`config.mk`:
```
export PLATFORM = sky130hd
export DESIGN_NAME = cfgrd_top
export DESIGN_NICKNAME = d
export VERILOG_FILES = /design/src/rtl/cfgrd_pkg.sv /design/src/rtl/cfgrd_flash_stub.sv /design/src/rtl/cfgrd_ctrl.sv /design/src/rtl/cfgrd_load_path.sv /design/src/rtl/cfgrd_top.sv
export SDC_FILE = /design/constraint.sdc
export NUM_CORES = 1
export LEC_CHECK = 0
export BUFFER_PORTS_ARGS = -buffer_cell sky130_fd_sc_hd__clkbuf_2
export CORE_MARGIN = 2
export CORE_UTILIZATION = 44
export DETAILED_ROUTE_END_ITERATION = 7
export PLACE_DENSITY = 0.75
export SYNTH_ARGS = -nofsm -noshare
export SYNTH_HDL_FRONTEND = slang
export SYNTH_HIERARCHICAL = 1
export SYNTH_SLANG_ARGS = --single-unit
```
`constraint.sdc`:
```
create_clock -name clk -period 1.2 [get_ports clk]
set_input_delay 0.24 -clock clk [delete_from_list [all_inputs] [get_ports clk]]
set_output_delay 0.24 -clock clk [all_outputs]
set_load 0.01 [all_outputs]
```
`src/rtl/cfgrd_pkg.sv`:
```
package cfgrd_pkg;

    localparam int CTL_EN_BIT = 0;
    localparam int CTL_RD_BIT = 3;
    localparam logic [15:0] Z_FUSE = 16'h0000;
    localparam logic [15:0] Z_LOCK = 16'h0001;

    typedef struct packed {
        logic rd;
        logic en;
    } ctl_flags_t;

    typedef enum logic {
        SRC_FLASH = 1'b0,
        SRC_CFG   = 1'b1
    } ld_src_e;

    typedef struct packed {
        logic       valid;
        ld_src_e    src;
        logic       hi;
        logic [7:0] cfg;
    } ld_tag_t;

    function automatic logic [15:0] flash_word(input logic [7:0] idx);
        return {idx ^ 8'h3C, idx ^ 8'hC3};
    endfunction

    function automatic logic [7:0] cfg_byte(input logic [15:0] z,
                                            input logic [7:0]  fuse,
                                            input logic [1:0]  lock);
        if (z == Z_FUSE)      return fuse;
        else if (z == Z_LOCK) return {6'h3F, lock};
        else                  return 8'hFF;
    endfunction

    function automatic logic [7:0] pack_ctl(input ctl_flags_t f);
        logic [7:0] r;
        r = 8'h00;
        r[CTL_EN_BIT] = f.en;
        r[CTL_RD_BIT] = f.rd;
        return r;
    endfunction

endpackage

```
`src/rtl/cfgrd_flash_stub.sv`:
```
module cfgrd_flash_stub
    import cfgrd_pkg::*;
#(
    parameter int WORD_AW = 6
) (
    input  logic               clk,
    input  logic               rst,
    input  logic               rd_en,
    input  logic [WORD_AW-1:0] rd_idx,
    output logic [15:0]        rd_word
);
    always_ff @(posedge clk) begin
        if (rst)        rd_word <= 16'h0000;
        else if (rd_en) rd_word <= flash_word(8'(rd_idx));
    end
endmodule

```
`src/rtl/cfgrd_ctrl.sv`:
```
module cfgrd_ctrl
    import cfgrd_pkg::*;
#(
    parameter int LOAD_WIN  = 3,
    parameter int STORE_WIN = 4
) (
    input  logic       clk,
    input  logic       rst,
    input  logic       ctl_we,
    input  logic [7:0] ctl_wdata,
    input  logic       ee_busy,
    input  logic       lpm_stb,
    input  logic       spm_stb,
    output ctl_flags_t flags,
    output logic       cfg_hit
);
    localparam int MAX_WIN = (LOAD_WIN > STORE_WIN) ? LOAD_WIN : STORE_WIN;
    localparam int AGE_W   = $clog2(MAX_WIN + 1);

    logic [AGE_W-1:0] age;
    logic wr_ok, armed, load_exp, store_exp, spm_clr, drop;

    always_comb begin
        wr_ok     = ctl_we && !ee_busy;
        armed     = flags.en && flags.rd;
        cfg_hit   = armed && lpm_stb && !ee_busy;
        load_exp  = armed && (age == AGE_W'(LOAD_WIN - 1));
        store_exp = flags.en && (age == AGE_W'(STORE_WIN - 1));
        spm_clr   = flags.en && spm_stb;
        drop      = cfg_hit || spm_clr || load_exp || store_exp;
    end

    always_ff @(posedge clk) begin
        if (rst) begin
            flags <= '0;
            age   <= '0;
        end else if (wr_ok) begin
            flags.en <= ctl_wdata[CTL_EN_BIT];
            flags.rd <= ctl_wdata[CTL_RD_BIT] && ctl_wdata[CTL_EN_BIT];
            age      <= '0;
        end else if (flags.en) begin
            if (drop) begin
                flags <= '0;
                age   <= '0;
            end else begin
                age <= age + 1'b1;
            end
        end
    end
endmodule

```
`src/rtl/cfgrd_load_path.sv`:
```
module cfgrd_load_path
    import cfgrd_pkg::*;
(
    input  logic        clk,
    input  logic        rst,
    input  logic        lpm_stb,
    input  logic        cfg_hit,
    input  logic [15:0] z_ptr,
    input  logic [7:0]  fuse_low,
    input  logic [1:0]  lock_bits,
    input  logic [15:0] flash_word_q,
    output logic        ld_valid,
    output logic [7:0]  ld_data
);
    ld_tag_t tag;

    always_ff @(posedge clk) begin
        if (rst) begin
            tag <= '0;
        end else begin
            tag.valid <= lpm_stb;
            if (lpm_stb) begin
                tag.src <= cfg_hit ? SRC_CFG : SRC_FLASH;
                tag.hi  <= z_ptr[0];
                tag.cfg <= cfg_byte(z_ptr, fuse_low, lock_bits);
            end
        end
    end

    always_comb begin
        ld_valid = tag.valid;
        if (!tag.valid)              ld_data = 8'h00;
        else if (tag.src == SRC_CFG) ld_data = tag.cfg;
        else if (tag.hi)             ld_data = flash_word_q[15:8];
        else                         ld_data = flash_word_q[7:0];
    end
endmodule

```
`src/rtl/cfgrd_top.sv`:
```
module cfgrd_top
    import cfgrd_pkg::*;
#(
    parameter int LOAD_WIN  = 3,
    parameter int STORE_WIN = 4,
    parameter int WORD_AW   = 6
) (
    input  logic        clk,
    input  logic        rst,
    input  logic        ctl_we,
    input  logic [7:0]  ctl_wdata,
    output logic [7:0]  ctl_rdata,
    input  logic [15:0] z_ptr,
    input  logic        lpm_stb,
    input  logic        spm_stb,
    input  logic        ee_busy,
    input  logic [7:0]  fuse_low,
    input  logic [1:0]  lock_bits,
    output logic        ld_valid,
    output logic [7:0]  ld_data
);
    ctl_flags_t  flags;
    logic        cfg_hit;
    logic [15:0] word_q;

    cfgrd_ctrl #(.LOAD_WIN(LOAD_WIN), .STORE_WIN(STORE_WIN)) u_ctrl (
        .clk(clk), .rst(rst), .ctl_we(ctl_we), .ctl_wdata(ctl_wdata),
        .ee_busy(ee_busy), .lpm_stb(lpm_stb), .spm_stb(spm_stb),
        .flags(flags), .cfg_hit(cfg_hit)
    );

    cfgrd_flash_stub #(.WORD_AW(WORD_AW)) u_flash (
        .clk(clk), .rst(rst), .rd_en(lpm_stb),
        .rd_idx(z_ptr[WORD_AW:1]), .rd_word(word_q)
    );

    cfgrd_load_path u_path (
        .clk(clk), .rst(rst), .lpm_stb(lpm_stb), .cfg_hit(cfg_hit),
        .z_ptr(z_ptr), .fuse_low(fuse_low), .lock_bits(lock_bits),
        .flash_word_q(word_q), .ld_valid(ld_valid), .ld_data(ld_data)
    );

    assign ctl_rdata = pack_ctl(flags);
endmodule

```
After elaboration in Yosys (flattened, before gate mapping)
Cells that the tools add are included.
{"block": "word_totals", "ff_bits": 30, "latch_bits": 0, "ramBits": 0, "romBits": 0, "in_bits": 40, "out_inout_bits": 17, "elab_cells": 41, "n_memories": 0}
{"block": "op_classes", "n_addsub": 1, "n_mul": 0, "div": 0, "order_cmp": 0, "n_eq_ne": 3, "n_shift": 0, "mux": 10, "bitwise_logic": 2, "reduce_logical": 17}
{"op": "$mux W8", "count": 4}
{"op": "$eq A16 B1 Y1 const B", "count": 1}
{"op": "$logic_not A16 Y1", "count": 1}
{"op": "$logic_and A1 B1 Y1", "count": 8}
{"op": "$mux W2", "count": 4}
{"op": "$eq A3 B2 Y1 const B", "count": 2}
{"op": "$not A2 Y4", "count": 1}
{"op": "$not A4 Y4", "count": 1}
{"op": "$reduce_bool A2 Y1", "count": 2}
{"op": "$add A3 B1 Y3 const B", "count": 1}
{"op": "$logic_or A1 B1 Y1", "count": 3}
{"op": "$mux W3", "count": 1}
{"op": "$reduce_and A2 Y1", "count": 1}
{"op": "$reduce_or A2 Y1", "count": 1}
{"op": "$logic_not A1 Y1", "count": 1}
{"op": "$mux W1", "count": 1}

Depth between registers and ports, before layout
{"block": "depth", "ltp_word": 9, "ltp_mapped": 5, "mapped_depth_nobuf": 5}

Modules after synthesis
Netlist, hierarchy kept.
{"module": "cfgrd_load_path", "instances": 1, "cells_each": 84, "area_each_um2": 713.2, "seq_area_each_um2": 220.2}
{"module": "cfgrd_flash_stub", "instances": 1, "cells_each": 48, "area_each_um2": 513.0, "seq_area_each_um2": 260.2}
{"module": "cfgrd_ctrl", "instances": 1, "cells_each": 32, "area_each_um2": 281.5, "seq_area_each_um2": 100.1}
{"module": "cfgrd_top", "instances": 1, "cells_each": 7, "area_each_um2": 48.8, "seq_area_each_um2": 0.0}

Worst setup path before layout
No wires, ideal clock.
{"block": "synth_path", "path_type": "reg-to-reg", "from": "register u_ctrl.age[0]", "to": "register u_ctrl.age[1]", "setup_ps": 92, "t_arrival_ps": 1136, "required_ps": 1108, "slack_ps": -29, "stages_incl_launch_ff": 6, "n_path_buf": 0, "synth_period_minus_slack_ps": 1229, "path_cell_list": "dfxtp_1 -> ha_1 -> ha_1 -> nor2_1 -> nand4_1 -> o32ai_1"}
{"block": "synth_via", "elab_chain_cells": 5, "word_cells_on_any_way": 8, "classes_between": "add/sub: 1; eq/ne: 2; mux: 1; reduce/logical: 4"}
{"item": "start: declaration", "line_no": "cfgrd_ctrl.sv:20", "rtl": "logic [AGE_W-1:0] age;"}
{"item": "start signal: assignment", "line_no": "cfgrd_ctrl.sv:46", "rtl": "age <= age + 1'b1;"}
{"item": "branches (longest 4 deep; another with $add A3 B1 Y3)"}
{"item": "$mux W3 (*)", "line_no": "cfgrd_ctrl.sv:42", "rtl": "if (drop) begin"}
Every way passes the cells marked *.
A chain may end at the register's enable or synchronous reset.

Final worst setup path
{"block": "layout_path", "from": "register u_path/tag[8] in the netlist's numbering", "to": "output port ld_data[5]"}
{"block": "layout_via", "elab_chain_cells": 3}
{"item": "start: declaration", "line_no": "cfgrd_load_path.sv:15", "rtl": "ld_tag_t tag;"}
{"item": "$mux W8", "line_no": "cfgrd_load_path.sv:34", "rtl": "else if (tag.hi) ld_data = flash_word_q[15:8];"}
{"item": "$mux W8", "line_no": "cfgrd_load_path.sv:33", "rtl": "else if (tag.src == SRC_CFG) ld_data = tag.cfg;"}
{"item": "$mux W8", "line_no": "cfgrd_load_path.sv:32", "rtl": "if (!tag.valid) ld_data = 8'h00;"}
{"item": "end: declaration", "line_no": "cfgrd_top.sv:20", "rtl": "output logic [7:0] ld_data"}
Every way passes these cells.

==> results.py <==
metrics = {
    "cells_and_area": {
        "finalNetCount": 268,
        "fillers": 313,
        "drive_gt1_frac": 0.431,
        "n_antenna_cell": 0,
        "area_growth_pct": 31.5,
    },
    "clock_network": {
        "path_clk_slew_ns": 0.09,
        "cts_tree": "done",
        "clock_latency_ns": 0.33,
        "cts_buffers": 5,
        "clock-sinks": 29,
        "htreeDepth": 2,
        "clock-root-buffer": "clkbuf_4",
        "clock_path_buffers": 2,
    },
    "min_path": {
        "hold_depth": 2,
        "holdCritStartpoint": "z_ptr[3]",
        "hold_class": "in -> reg",
        "hold_path_end": "u_flash/rd_word[10]",
    },
    "worst_setup_path": {
        "critPathRequiredTime_ns": 0.96,
        "r2r_end": "u_ctrl/age[1]",
        "critPathLaunch": "u_path/tag[8]",
        "startpoint_type": "flop",
        "arrival_ns": 1.36,
        "cpMaxStageDelayCell": "dfxtp_4",
        "cp_max_fo": 6,
        "r2r_start": "u_ctrl/age[0]",
        "max_stage_delay_ns": 0.38,
        "critical-path-top-delay-family": "flip-flops",
        "crit_type": "reg -> out",
        "cp_cell_sequence": "buf_12, mux2i_1, o21ai_1, and2_1, clkbuf_2",
        "path_buf_inv": 2,
        "worstRegToRegCells": 5,
        "reg2reg_slack_ns": -0.13,
        "endpoint_kind": "output pin",
    },
    "sta": {
        "rsz0062_at_grt": "yes",
        "timing.fmax_mhz": 626,
        "timing.final.ws_setup_ns": -0.397,
        "tns_ns": -3.41,
        "min_period_ns": 1.60,
        "fin_crit_sh": 1.33,
        "setup_violations": 12,
        "fin_worst_skew_ns": 0.000232,
        "hold_viol": 0,
        "drv_slew": 0,
        "hold_slack_ns": 0.135,
    },
    "power": {
        "swShare": 0.267,
        "switchingPower_w": 0.000530,
        "combinationalPowerShare": 0.162,
        "p_leak_nw": 0.874,
        "seqPwrFrac": 0.529,
        "power.density_nw_per_um2": 968,
        "p_int_w": 0.00145,
        "clkPwrFrac": 0.309,
        "p_total_w": 0.00198,
        "ir_drop_mv": 0.663,
    },
    "drt": {
        "ant_nets": 0,
        "drt-initial-drc-count": 22,
        "drcViolationCount": 0,
        "first_pass_iters": 4,
        "finalWirelength_mm": 3.22,
        "wl_per_cell_um": 11.9,
        "vias": 1325,
        "via_per_inst": 4.89,
    },
    "run_status": {
        "violations": "negative setup slack",
        "outcome": "finished with violations",
    },
    "floorplan": {
        "dieArea_um2": 4030,
        "die_y_um": 63.5,
        "initial_utilization": 0.463,
        "io_pins": 57,
        "core-area_um2": 3360,
        "num_rows": 21,
        "dieWidth_um": 63.5,
    },
    "synthesis": {
        "netlist.area_leader.share": 0.373,
        "synth_edf_count": 0,
        "async_flop_share": 0,
        "synth-main-ff-cell": "dfxtp_1",
        "yosysSeqAreaShare": 0.373,
        "ys_warn_count": 6,
        "yosys-top-cells-area": "dfxtp_1 37%, mux2i_1 12%, a211oi_2 9.6%",
        "synth_top_cell_by_area": "dfxtp_1",
        "ys_top_cells_by_count": "30 x nor2_1, 29 x dfxtp_1, 18 x mux2i_1, 12 x a211oi_2, 10 x buf_4",
        "synthCells": 171,
        "yosysMostFrequentCell": "nor2_1",
        "syn_avg_cell_area_um2": 9.10,
        "yosysUniqueCellTypes": 30,
        "syn-cell-area_um2": 1560,
        "synth_seq_cells": 29,
    },
    "placed_design": {
        "routabilityCongestion": 0.716,
        "place.port_buffers": 44,
        "post-dp-hpwl_mm": 2.29,
    },
    "global_routing": {
        "grt_pass1_vias": 1337,
        "grt_max_degree": 31,
        "grt_usage": 0.180,
        "antenna_found_initial": 0,
        "overflow": 0,
        "grt_first_pass_wirelength_mm": 5.78,
    },
    "run": {
        "drv_cap": 0,
    },
}
==> per-stage QoR <==
stage | area, um^2 | setup WS (ns) | instances | utilization
after global routing | 2050 | -0.485 | 271 | 0.609
after floorplan | 1610 | -0.0241 | 177 | -
after CTS | 2000 | -0.415 | 271 | 0.594
after global placement | 1890 | -0.108 | 263 | 0.562
after detailed placement | 1890 | -0.158 | 263 | 0.562
final | 2050 | -0.397 | 271 | 0.609
==> cells in the final DEF (no fill, tap or decap), types with 4 or more instances in the layout <==
cell type	n
a211oi_2	12
buf_4	10
conb_1	8
inv_1	5
dfxtp_1	25
nand2_1	9
o21ai_1	9
mux2i_1	16
clkbuf_2	44
nand2b_1	4
clkbuf_4	5
and2_1	8
nor2_1	29
==> power by group through the flow <==
stage	sequential (W)	clock, W	combinational [W]
finish	0.00105	0.000612	0.000322
global route	0.00105	0.000668	0.000363
CTS	0.00105	0.000627	0.000313
detailed placement	0.00107	0	0.000303
global placement	0.00107	0	0.000298
floorplan	0.00106	0	0.000214
==> registers in the layout, indices dropped and copies added (netlist names) <==
signal / cells
u_path/ld_valid: 1
u_flash/rd_word: 13
u_path/tag: 10
u_ctrl/age: 3
u_ctrl/flags: 2
==> cells by family after synthesis <==
group	share of synthesized area
flip-flops	0.373
multiplexers	0.116
AND/OR/NAND/NOR	0.212
AO/OA/AOI/OAI	0.161
other	0.00482
buffers and inverters	0.109
adder cells (fa/ha/maj)	0.0241
==> what timing repair did <==
action	in CTS	in global routing
pin swaps	15	4
resized for setup	20	11
buffers inserted	1	1
setup endpoints to repair	14	13
hold buffers	0	0
==> layout make-up <==
cell class | count | area, um^2 | share of cell area
timing repair buffer | 60 | 389 | 0.190
inverter | 6 | 25.0 | 0.0122
sequential | 29 | 591 | 0.289
clock buffer | 7 | 55.1 | 0.0269
multi-input combinational | 123 | 930 | 0.454
tap | 46 | 57.6 | 0.0281
==> layer usage <==
metal | global-route usage | vias to the layer above | part of all wire
li1 | - | 680 | -
met1 | 0.208 | 610 | 0.44
met2 | 0.322 | 33 | 0.51
met3 | 0.0554 | 2 | 0.047
met4 | 0.0462 | 0 | 0.0065
met5 | 0 | - | 0
==> worst register-to-register path: stages (launching register included) <==
cell and delay [ns]:
dfxtp_4 0.37, ha_4 0.17, ha_4 0.16, nor2_4 0.08, nand4_1 0.21, o32ai_2 0.26
==> worst max path at each step <==
stage                     slack [ns]  depth (start not counted)         endpoint
after floorplan                -0.02                          5    u_ctrl/age[1]
after global routing           -0.48                          5       ld_data[5]
after detailed placement       -0.16                          6  u_ctrl/flags[0]
final                          -0.40                          5       ld_data[5]
after global placement         -0.11                          5       ld_data[6]
after CTS                      -0.42                          5       ld_data[6]
(Power assumes the default switching activity.)
